==> src/rtl/canrx_pkg.sv <==
package canrx_pkg;
  // Outcome of an end-of-frame strobe
  typedef enum logic [1:0] {
    EV_NONE    = 2'd0,
    EV_PROMOTE = 2'd1,
    EV_PARK    = 2'd2,
    EV_DROP    = 2'd3
  } rx_evt_e;
endpackage

==> src/rtl/canrx_bank_ram.sv <==
module canrx_bank_ram #(
  parameter int DW = 8,
  parameter int AW = 5
) (
  input  logic          clk,
  input  logic          we,
  input  logic [AW-1:0] waddr,
  input  logic [DW-1:0] wdata,
  input  logic [AW-1:0] raddr,
  output logic [DW-1:0] rdata
);
  localparam int DEPTH = 1 << AW;

  logic [DW-1:0] mem [DEPTH];

  always_ff @(posedge clk) begin
    if (we) mem[waddr] <= wdata;
    rdata <= mem[raddr];
  end
endmodule

==> src/rtl/canrx_flag_ctrl.sv <==
module canrx_flag_ctrl
  import canrx_pkg::*;
(
  input  logic clk,
  input  logic rst,
  input  logic frame_ok,
  input  logic filt_hit,
  input  logic own_tx,
  input  logic loopback,
  input  logic clr_full,
  input  logic clr_ovr,
  input  logic rx_ie,
  input  logic ovr_ie,
  output logic fg_sel,
  output logic bg_held,
  output logic rx_full,
  output logic ovr_flag,
  output logic rx_irq,
  output logic err_irq
);
  logic    fg_q, held_q, full_q, ovr_q;
  logic    fg_n, held_n, full_n, ovr_n;
  logic    accept;
  rx_evt_e evt;

  assign accept = frame_ok & filt_hit & (~own_tx | loopback);

  always_comb begin
    evt = EV_NONE;
    if (accept) begin
      if (held_q)                   evt = EV_DROP;
      else if (full_q && !clr_full) evt = EV_PARK;
      else                          evt = EV_PROMOTE;
    end
  end

  always_comb begin
    fg_n   = fg_q;
    held_n = held_q;
    full_n = full_q;
    ovr_n  = ovr_q & ~clr_ovr;
    if (clr_full && full_q) begin
      if (held_q) begin
        fg_n   = ~fg_q;
        held_n = 1'b0;
      end else begin
        full_n = 1'b0;
      end
    end
    case (evt)
      EV_PROMOTE: begin
        fg_n   = ~fg_q;
        full_n = 1'b1;
      end
      EV_PARK: held_n = 1'b1;
      EV_DROP: ovr_n  = 1'b1;
      default: ;
    endcase
  end

  always_ff @(posedge clk) begin
    if (rst) begin
      fg_q    <= 1'b0;
      held_q  <= 1'b0;
      full_q  <= 1'b0;
      ovr_q   <= 1'b0;
      rx_irq  <= 1'b0;
      err_irq <= 1'b0;
    end else begin
      fg_q    <= fg_n;
      held_q  <= held_n;
      full_q  <= full_n;
      ovr_q   <= ovr_n;
      rx_irq  <= full_n & rx_ie;
      err_irq <= ovr_n & ovr_ie;
    end
  end

  assign fg_sel   = fg_q;
  assign bg_held  = held_q;
  assign rx_full  = full_q;
  assign ovr_flag = ovr_q;


  full_rise_cause_chk: assert property (@(posedge clk) disable iff (rst)
    $rose(full_q) |-> $past(frame_ok && filt_hit));


  park_needs_full_chk: assert property (@(posedge clk) disable iff (rst)
    held_q |-> full_q);


  ovr_needs_park_chk: assert property (@(posedge clk) disable iff (rst)
    $rose(ovr_q) |-> $past(held_q));


  own_frame_inert_chk: assert property (@(posedge clk) disable iff (rst)
    (frame_ok && own_tx && !loopback && !clr_full)
      |=> (full_q == $past(full_q)) && (fg_q == $past(fg_q)) && (held_q == $past(held_q)));


  rx_irq_gate_chk: assert property (@(posedge clk) disable iff (rst)
    rx_irq |-> rx_full);


  reset_clear_chk: assert property (@(posedge clk)
    rst |=> (!full_q && !ovr_q && !held_q));
endmodule

==> src/rtl/canrx_pingpong.sv <==
module canrx_pingpong #(
  parameter int DATA_W    = 8,
  parameter int MSG_BYTES = 13
) (
  input  logic              clk,
  input  logic              rst,
  input  logic              wr_en,
  input  logic [3:0]        wr_idx,
  input  logic [DATA_W-1:0] wr_data,
  input  logic              frame_ok,
  input  logic              filt_hit,
  input  logic              own_tx,
  input  logic              loopback,
  input  logic              clr_full,
  input  logic              clr_ovr,
  input  logic              rx_ie,
  input  logic              ovr_ie,
  input  logic [3:0]        rd_idx,
  output logic [DATA_W-1:0] rd_data,
  output logic              rx_full,
  output logic              ovr_flag,
  output logic              rx_irq,
  output logic              err_irq
);
  localparam int IDX_W = $clog2(MSG_BYTES);
  localparam int RAM_AW = IDX_W + 1;

  logic              fg_sel, bg_held, in_range, ram_we;
  logic [RAM_AW-1:0] waddr, raddr;

  assign in_range = ({28'd0, wr_idx} < MSG_BYTES);
  assign ram_we   = wr_en & ~bg_held & in_range;
  assign waddr    = {~fg_sel, wr_idx[IDX_W-1:0]};
  assign raddr    = { fg_sel, rd_idx[IDX_W-1:0]};

  canrx_flag_ctrl u_ctrl (
    .clk      (clk),
    .rst      (rst),
    .frame_ok (frame_ok),
    .filt_hit (filt_hit),
    .own_tx   (own_tx),
    .loopback (loopback),
    .clr_full (clr_full),
    .clr_ovr  (clr_ovr),
    .rx_ie    (rx_ie),
    .ovr_ie   (ovr_ie),
    .fg_sel   (fg_sel),
    .bg_held  (bg_held),
    .rx_full  (rx_full),
    .ovr_flag (ovr_flag),
    .rx_irq   (rx_irq),
    .err_irq  (err_irq)
  );

  canrx_bank_ram #(.DW(DATA_W), .AW(RAM_AW)) u_ram (
    .clk   (clk),
    .we    (ram_we),
    .waddr (waddr),
    .wdata (wr_data),
    .raddr (raddr),
    .rdata (rd_data)
  );


  no_write_parked_chk: assert property (@(posedge clk) disable iff (rst)
    bg_held |-> !ram_we);
endmodule

==> config.mk <==
export PLATFORM = sky130hd
export DESIGN_NAME = canrx_pingpong
export DESIGN_NICKNAME = d
export VERILOG_FILES = /design/src/rtl/canrx_pkg.sv /design/src/rtl/canrx_bank_ram.sv /design/src/rtl/canrx_flag_ctrl.sv /design/src/rtl/canrx_pingpong.sv
export SDC_FILE = /design/constraint.sdc
export NUM_CORES = 1
export LEC_CHECK = 0
export ABC_AREA = 1
export CAP_MARGIN = 40
export CORE_UTILIZATION = 55
export DETAILED_ROUTE_END_ITERATION = 8
export DONT_BUFFER_PORTS = 1
export GPL_ROUTABILITY_DRIVEN = 0
export PLACE_DENSITY_LB_ADDON = 0.3
export SLEW_MARGIN = 5
export SYNTH_ARGS = -nofsm -noshare
export SYNTH_HDL_FRONTEND = slang
export SYNTH_SLANG_ARGS = --single-unit
==> constraint.sdc <==
create_clock -name clk -period 2.3 [get_ports clk]
set_input_delay 0.115 -clock clk [delete_from_list [all_inputs] [get_ports clk]]
set_output_delay 0.115 -clock clk [all_outputs]
set_load 0.05 [all_outputs]
# Word-level counts from Yosys, hierarchy flattened
# Memories as Yosys holds them, arrays and structs flattened. A register that Yosys moved wholly into a read port is not among the register bits.
# Cells that the tools add are included.
# Widths: inputs -> output; s select.
# word_totals
ff_bits,6
ram_bits,256
input_bits,27
out_inout_bits,12
word_cells,44
memories,1
# op_classes
order_cmp,1
eq_ne,3
muxes,14
n_bitwise,12
reduce_logical,7
# memory_table
memory,depth,width,rd,rd_clocked_by_memory_dff,write_ports,line_no,rtl
u_ram.mem,32,8,1,1,1,canrx_bank_ram.sv:14,logic [DW-1:0] mem [DEPTH];
# ops
op,n
$mux 1,11
$and 1x1->1,7
$mux 2,3
$reduce_bool 2->1,3
$eq 2x2->1 const B,2
$lt 4x4->1 const B,1
$not 1->1,4
$eq 2x1->1 const B,1
$logic_and 1x1->1,2
$reduce_and 2->1,1
$logic_not 1->1,1
$or 1x1->1,1

# Logic depth before layout (Yosys ltp)
# Gate-level depths: netlist of run 1.
# logic_depth
depth_word,8
mapped_depth,11
ltp_nobuf,9

# Modules after synthesis
# From an unflattened synthesis of run 1, not the netlist that was laid out.
# unflattened
hier_cells,966
hier_area_um2,11085.6
# by_module_without_submodules
module,instances,cells_each,area_per_inst_um2,seq_area_each_um2
canrx_bank_ram,1,922,10786.6,7847.5
canrx_flag_ctrl,1,37,272.8,120.1
canrx_pingpong,1,7,26.3,0.0

# Worst setup path after synthesis of run 1
# No wires, ideal clock.
# synth_path
kind,reg2reg
startpoint,register u_ctrl.fg_q (netlist: u_ctrl.fg_sel)
endpoint,"memory u_ram.mem[12][0], enable pin"
setup_ns,0.383
arrival_time_ns,1.237
required_ns,1.917
path_slack_ns,0.679
stages_incl_launch_ff,4
path_buffers,1
synth_period_minus_slack_ns,1.621
cell_sequence,dfxtp_1 > inv_1 > buf_2 > nor3_1
# synth_via
elab_chain_len,1
# synth_rtl
element,line_no,rtl
from (decl),canrx_flag_ctrl.sv:21,"logic fg_q, held_q, full_q, ovr_q;"
from (signal assigned),canrx_flag_ctrl.sv:70,fg_q <= fg_n;
$not 1->1,canrx_pingpong.sv:33,"assign waddr = {~fg_sel, wr_idx[IDX_W-1:0]};"
to (decl),canrx_bank_ram.sv:14,
# Every way passes these cells.

# Worst setup path in the final report of run 1
# layout_path
startpoint,register u_ctrl.full_q (netlist: u_ctrl.rx_full)
endpoint,register u_ctrl.fg_q (netlist: u_ctrl.fg_sel)
# layout_via
elab_chain_len,7
elab_cells_between_ends,10
classes_between,eq/ne (1); mux (4); reduce/logical (5)
# layout_rtl
element,line_no,rtl
from (decl),canrx_flag_ctrl.sv:21,
from (signal assigned),canrx_flag_ctrl.sv:72,full_q <= full_n;
$logic_and 1x1->1,canrx_flag_ctrl.sv:32,else if (full_q && !clr_full) evt = EV_PARK;
$mux 2,canrx_flag_ctrl.sv:32,
$mux 2,canrx_flag_ctrl.sv:31,if (held_q) evt = EV_DROP;
$mux 2,canrx_flag_ctrl.sv:30,if (accept) begin
$eq 2x1->1,canrx_flag_ctrl.sv:50,case (evt)
$reduce_bool 2->1 (no line),n/a,
$reduce_and 2->1 (no line),n/a,
# Several ways; a longest one is shown, not always the timed one.
# A chain may end at the register's enable or synchronous reset.

==> out/metrics.cfg, run 1 <==
[run_status]
status=completed

[synth]
yosysWarnings=0
ys_seq_area_share_pct=72.4
syn-cell-area_mm2=0.0110
syn_inst=949
synth_seq_cells=270
ys_types=20
syn_area_per_cell_um2=11.6

[finish]
nFillCells=1527
utilization_pct=64.3
area_delta_synth_final_pct=14.1
drive_above_1_share_pct=6.99
layout_commonest_cell=nand2_1
fin_cells=1310
finish.instance_area_mm2=0.0126
area.sequential_mm2=0.00797
fin_nets=1053
multi_input_comb_area_mm2=0.00275
layout_common_cells=nand2_1, edfxtp_1, nand3_1
antenna_cells=0

[sta]
clock.fmax_ghz=0.517
hold_viol=0
setup_ws_ps=364
finalMaxSlewViolations=0
fin_worst_skew_ps=11.7
final-setup-viol-count=0
post-route-period-util_pct=84.2
slew-limit-headroom_pct=48.8
timing.final.crit_period_ps=1940
fin_hold_ws_ps=36.1
tightest_slew_ps=765
rsz0062_at_grt=false
timing.setup.tns_ps=0

[setup_path]
worstPathArrival_ps=2360
start_kind=register
critPathCaptureType=register
reg2reg_depth=9
crit_fanout=5
path_class=register to register
cp_data_required_time_ps=2720

[pwr]
p_int_mw=8.26
p_seq_share_pct=53.4
p_leak_nw=4.77
clkPwrFrac_pct=40.6
p_sw_share_pct=21.6
power_density_mw_per_mm2=839
ir_worst_vdd_mv=0.650
power.switching_mw=2.27
finalPower_mw=10.5
p_comb_share_pct=6.0

[global_routing]
antenna_found_initial=0
grt_pass1_wl_um=38800
gr-usage-all-layers_pct=25.5
grt_remaining_overflow=0
gr-usage-met2_pct=41.8
use_met3_pct=5.13
met1_usage_pct=34.4
grt_pass1_vias=6941
grt_max_degree=130
grt-busiest-layer=met2

[floorplanning]
initial_core_util_pct=56.4
die_h_um=143
core_area_mm2=0.0195
io_pins=39
rows=51
fp.dieW_um=143
die_area_mm2=0.0206

[placed_design]
place_ws_ps=500
dp_hpwl_um=13800
portBuffers=0
placed_area_mm2=0.0113
dp_cells=1234

[routing]
drt_iter0_markers=659
first_pass_iters=5
num_vias=7126
routed_via_density=5.44
drc_errors=0
ant_nets=0
drt_wl_total_um=25100
avgRoutedWirePerCell_um=19.2

[clock_tree]
clock_latency_ps=530
numCtsBuffers=27
ctsRootBufferMaster=clkbuf_16
ctsLongestPathBuffers=3
post_cts_buffers=0
cts_tree=yes
clock_sinks=270
clk_pin_slew_ps=60
htreeDepth=1

[hold_path]
hold_class=input pin to register
holdPathStages=6

[job]
drv_cap=0

==> power groups by stage <==
| stage | Combinational (mW) | Clock [mW] | Sequential [mW] |
|---|---|---|---|
| 3_5_place_dp | 0.471 | 0 | 5.73 |
| 3_3_place_gp | 0.463 | 0 | 5.73 |
| 4_1_cts | 0.627 | 4.33 | 5.63 |
| 5_1_grt | 0.697 | 4.52 | 5.64 |
| 6_report | 0.628 | 4.27 | 5.63 |
| 2_1_floorplan | 0.426 | 0 | 5.72 |
==> final cells by class <==
type	instances	area share [%]
repair buffers	54	4.72
multi-input cells	660	21.9
clock inverters	12	1.04
inverters	13	0.399
clock buffers	36	5.81
flip-flops and latches	270	63.5
well taps	265	2.64
==> registers in the layout, indices dropped and copies added (netlist names) <==
register	count
u_ram.mem	256
u_ram.rdata	8
u_ctrl.bg_held	1
u_ctrl.err_irq	1
u_ctrl.fg_sel	1
u_ctrl.ovr_flag	1
u_ctrl.rx_full	1
u_ctrl.rx_irq	1
==> routing by layer <==
metal  vias up  wire, um
met3        47      2060
met2       286     12100
met5         -         0
li1       3387         -
met4         0       628
met1      3406     10400
==> worst max-delay path, stage by stage, from the launching register on <==
cell	delay, ps
dfxtp_1	330
buf_4	230
inv_1	60
nor2_1	160
nor2_1	70
nand2_1	50
o21ai_0	160
xor2_1	170
nor2_1	50
dlygate4sd3_1	550
==> cell usage after synthesis (all sizes together) <==
cell type / count / area [um2]
nand2: 370 / 1390
edfxtp: 256 / 7690
nand3: 199 / 996
buf: 48 / 394
nor2: 34 / 128
dfxtp: 14 / 280
inv: 13 / 48.8
clkbuf: 5 / 18.8
nor3: 2 / 10.0
o21ai: 2 / 10.0
a21oi: 1 / 5.00
a221oi: 1 / 8.76
conb: 1 / 3.75
nor3b: 1 / 7.51
o211a: 1 / 10.0
xor2: 1 / 8.76
==> logic make-up (layout without fill, tap and decap cells) <==
| logic type | after synthesis | after routing | synth area share, % |
|---|---|---|---|
| xor gates and xnor gates | 1 | 1 | 0.0796 |
| and+or+nand+nor | 606 | 606 | 23.0 |
| DFF | 270 | 270 | 72.4 |
| buffers and inverters | 66 | 115 | 4.20 |
| AOI/OAI and AO/OA | 5 | 5 | 0.307 |
| other | 1 | 48 | 0.0341 |
==> worst paths after layout <==
kind	startpoint	endpoint	slack [ps]
worst max-delay path	u_ctrl.rx_full	u_ctrl.fg_sel	360
worst min-delay path	rd_idx[2]	u_ram.rdata[3]	40
worst max register to register	u_ctrl.rx_full	u_ctrl.fg_sel	360
worst min register to register	u_ctrl.bg_held	u_ctrl.bg_held	590
==> what timing repair did <==
| action | CTS | global route |
|---|---|---|
| hold endpoints to repair | 270 | 0 |
| setup endpoints to repair | 0 | 1 |
| hold buffers | 29 | 0 |
| resized for setup | 0 | 0 |
Power figures use the tool's default switching activity.
==> run 2: changes to the inputs <==
==> constraint.sdc (replaced) <==
create_clock -name clk -period 1.8 [get_ports clk]
set_input_delay 0.09 -clock clk [delete_from_list [all_inputs] [get_ports clk]]
set_output_delay 0.09 -clock clk [all_outputs]
set_load 0.05 [all_outputs]
==> run 2 against run 1 <==
Against the previous run:
- largest power group unchanged
- fmax up 12%
- die area stayed put
- non-clock buffer count up 12
- sequential share of layout area is 1.1 points lower
- first-iteration DRC count is 9.9% higher
- via count grew 3.1%
- combinational power is 32% higher
- critical path depth is 3 lower
- global-route usage hardly changed
- total power rose by 33%
- wire length grew 0.24%
==> out/metrics.cfg, run 2 (synthesis results as in run 1) <==
[sta]
timing.setup.tns_ps=0  ; unchanged
timing.final.crit_period_ps=1730  ; -208 ps
fin_worst_skew_ps=12.8  ; +1.08 ps
hold_viol=0  ; unchanged
post-route-period-util_pct=96.0  ; +12 points
tightest_slew_ps=646  ; -119 ps
slew-limit-headroom_pct=56.8  ; +7.9 points
fin_hold_ws_ps=0.378  ; -35.7 ps
final-setup-viol-count=0  ; unchanged
finalMaxSlewViolations=0  ; unchanged
clock.fmax_ghz=0.579  ; +12%

[routing]
num_vias=7345  ; +3.1%
ant_nets=0  ; unchanged
drc_errors=0  ; unchanged
routed_via_density=5.54  ; +1.8%
first_pass_iters=5  ; unchanged
drt_iter0_markers=724  ; +9.9%
drt_wl_total_um=25200  ; +0.24%
avgRoutedWirePerCell_um=19.0  ; -0.97%

[setup_path]
crit_path_frequent_cell=inv_1
cp_data_required_time_ps=2280  ; -440 ps
path_class=register to register
worstPathArrival_ps=2210  ; -150 ps
crit_fanout=2  ; -3
path_buf_inv=4  ; +1
crit_path_cell_trace=buf_4 -> inv_1 -> o21ai_0 -> inv_1 -> nor2_1 -> dlygate4sd3_1
critical-path-top-delay-family=buffers and inverters
timing.rr.start=u_ctrl.ovr_flag
crit_start=u_ctrl.ovr_flag
slowest_delay_ps=580  ; +30 ps
cp_slowest_cell=dlygate4sd3_1
start_kind=register
critPathCaptureType=register

[finish]
utilization_pct=65.4  ; +1.1 points
fin_cells=1326  ; +1.2%
drive_above_1_share_pct=8.95  ; +2.0 points
reg.largest.list=u_ram.mem: 256 flops, u_ram.rdata: 8 flops
nFillCells=1500  ; -1.8%
antenna_cells=0  ; unchanged
largest_reg_flops=256  ; unchanged
layout_common_cells=nand2_1, edfxtp_1, nand3_1
layout_commonest_cell=nand2_1
fin_nets=1066  ; +1.2%
area_delta_synth_final_pct=16.0
finish.instance_area_mm2=0.0128  ; +1.7%
regMostFlops=u_ram.mem

[clock_tree]
ctsLongestPathBuffers=3  ; unchanged
numCtsBuffers=28  ; +3.7%
htreeDepth=1  ; unchanged
clock_sinks=270  ; unchanged
cts_tree=yes
clk_pin_slew_ps=60  ; about the same
post_cts_buffers=0  ; unchanged
ctsRootBufferMaster=clkbuf_16
clock_latency_ps=540  ; about the same

[global_routing]
grt_pass1_vias=7037  ; +1.4%
grt_pass1_wl_um=39100  ; +0.93%
gr-usage-all-layers_pct=25.6  ; about the same
antenna_found_initial=0  ; unchanged
grt_max_degree=130  ; unchanged
grt_remaining_overflow=0  ; unchanged

[pwr]
ir_worst_vdd_mv=0.710  ; +9.3%
p_leak_nw=4.90  ; +2.6%
power_density_mw_per_mm2=1100  ; +31%

[placed_design]
dp_hpwl_um=13900  ; +0.64%
dp_cells=1245  ; +0.89%
placed_area_mm2=0.0114  ; +0.73%
portBuffers=0  ; unchanged

[floorplanning]
die_area_mm2=0.0206  ; unchanged
io_pins=39  ; unchanged
initial_core_util_pct=56.4  ; unchanged
fp.dieW_um=143  ; unchanged
core_area_mm2=0.0195  ; unchanged
die_h_um=143  ; unchanged
rows=51  ; unchanged

[job]
drv_cap=0  ; unchanged

[hold_path]
hold_class=input pin to register
min_from=rd_idx[2]

[run_status]
status=completed

-- run 2: layout make-up --
cell class,count,area (um2),area share [%]
inverters,13,50.0,0.392
clock inverters,15,184,1.44
well taps,265,332,2.60
multi-input cells,660,2760,21.6
repair buffers,66,686,5.37
flip-flops and latches,270,7970,62.4
clock buffers,37,796,6.23
-- run 2: stage by stage --
stage / worst slack, ps / total power [mW]
after floorplan: 179 / 7.86
after global placement: 237 / 7.92
after detailed placement: 179 / 7.94
after CTS: 51.7 / 14.1
after global routing: -1.05 / 14.4
final: 72.0 / 14.0
-- run 2: path summary, 6_finish.rpt --
check	to	slack, ps	depth (start not counted)
worst min register to register	u_ctrl.bg_held	560	2
worst max-delay path	u_ctrl.ovr_flag	70	6
worst min-delay path	u_ram.rdata[2]	0.4	6
worst max register to register	u_ctrl.ovr_flag	70	6
-- run 2: report_power, final --
group / internal, mW / switching [mW]
registers: 7.04 / 0.151
clock network: 3.68 / 2.32
logic: 0.270 / 0.559
total: 11.0 / 3.03
-- run 2: timing repair --
item                       4_1_cts  5_1_grt
gates resized for setup          0        1
hold endpoints to repair       270        1
setup endpoints to repair        0        1
hold buffers                    28        2
-- run 2: worst reg2reg max path, cell delays in order (launching register included) --
cell and delay [ps]:
dfxtp_1 330, buf_4 200, inv_1 60, o21ai_0 280
inv_1 100, nor2_1 120, dlygate4sd3_1 580
-- run 2: per-layer routing --
metal	vias to the layer above	global-route usage, %	routed length (um)
met3	58	3.70	2030
met1	3504	35.5	10600
li1	3425	-	-
met2	358	42.0	11900
met5	-	0	0
met4	0	7.61	664
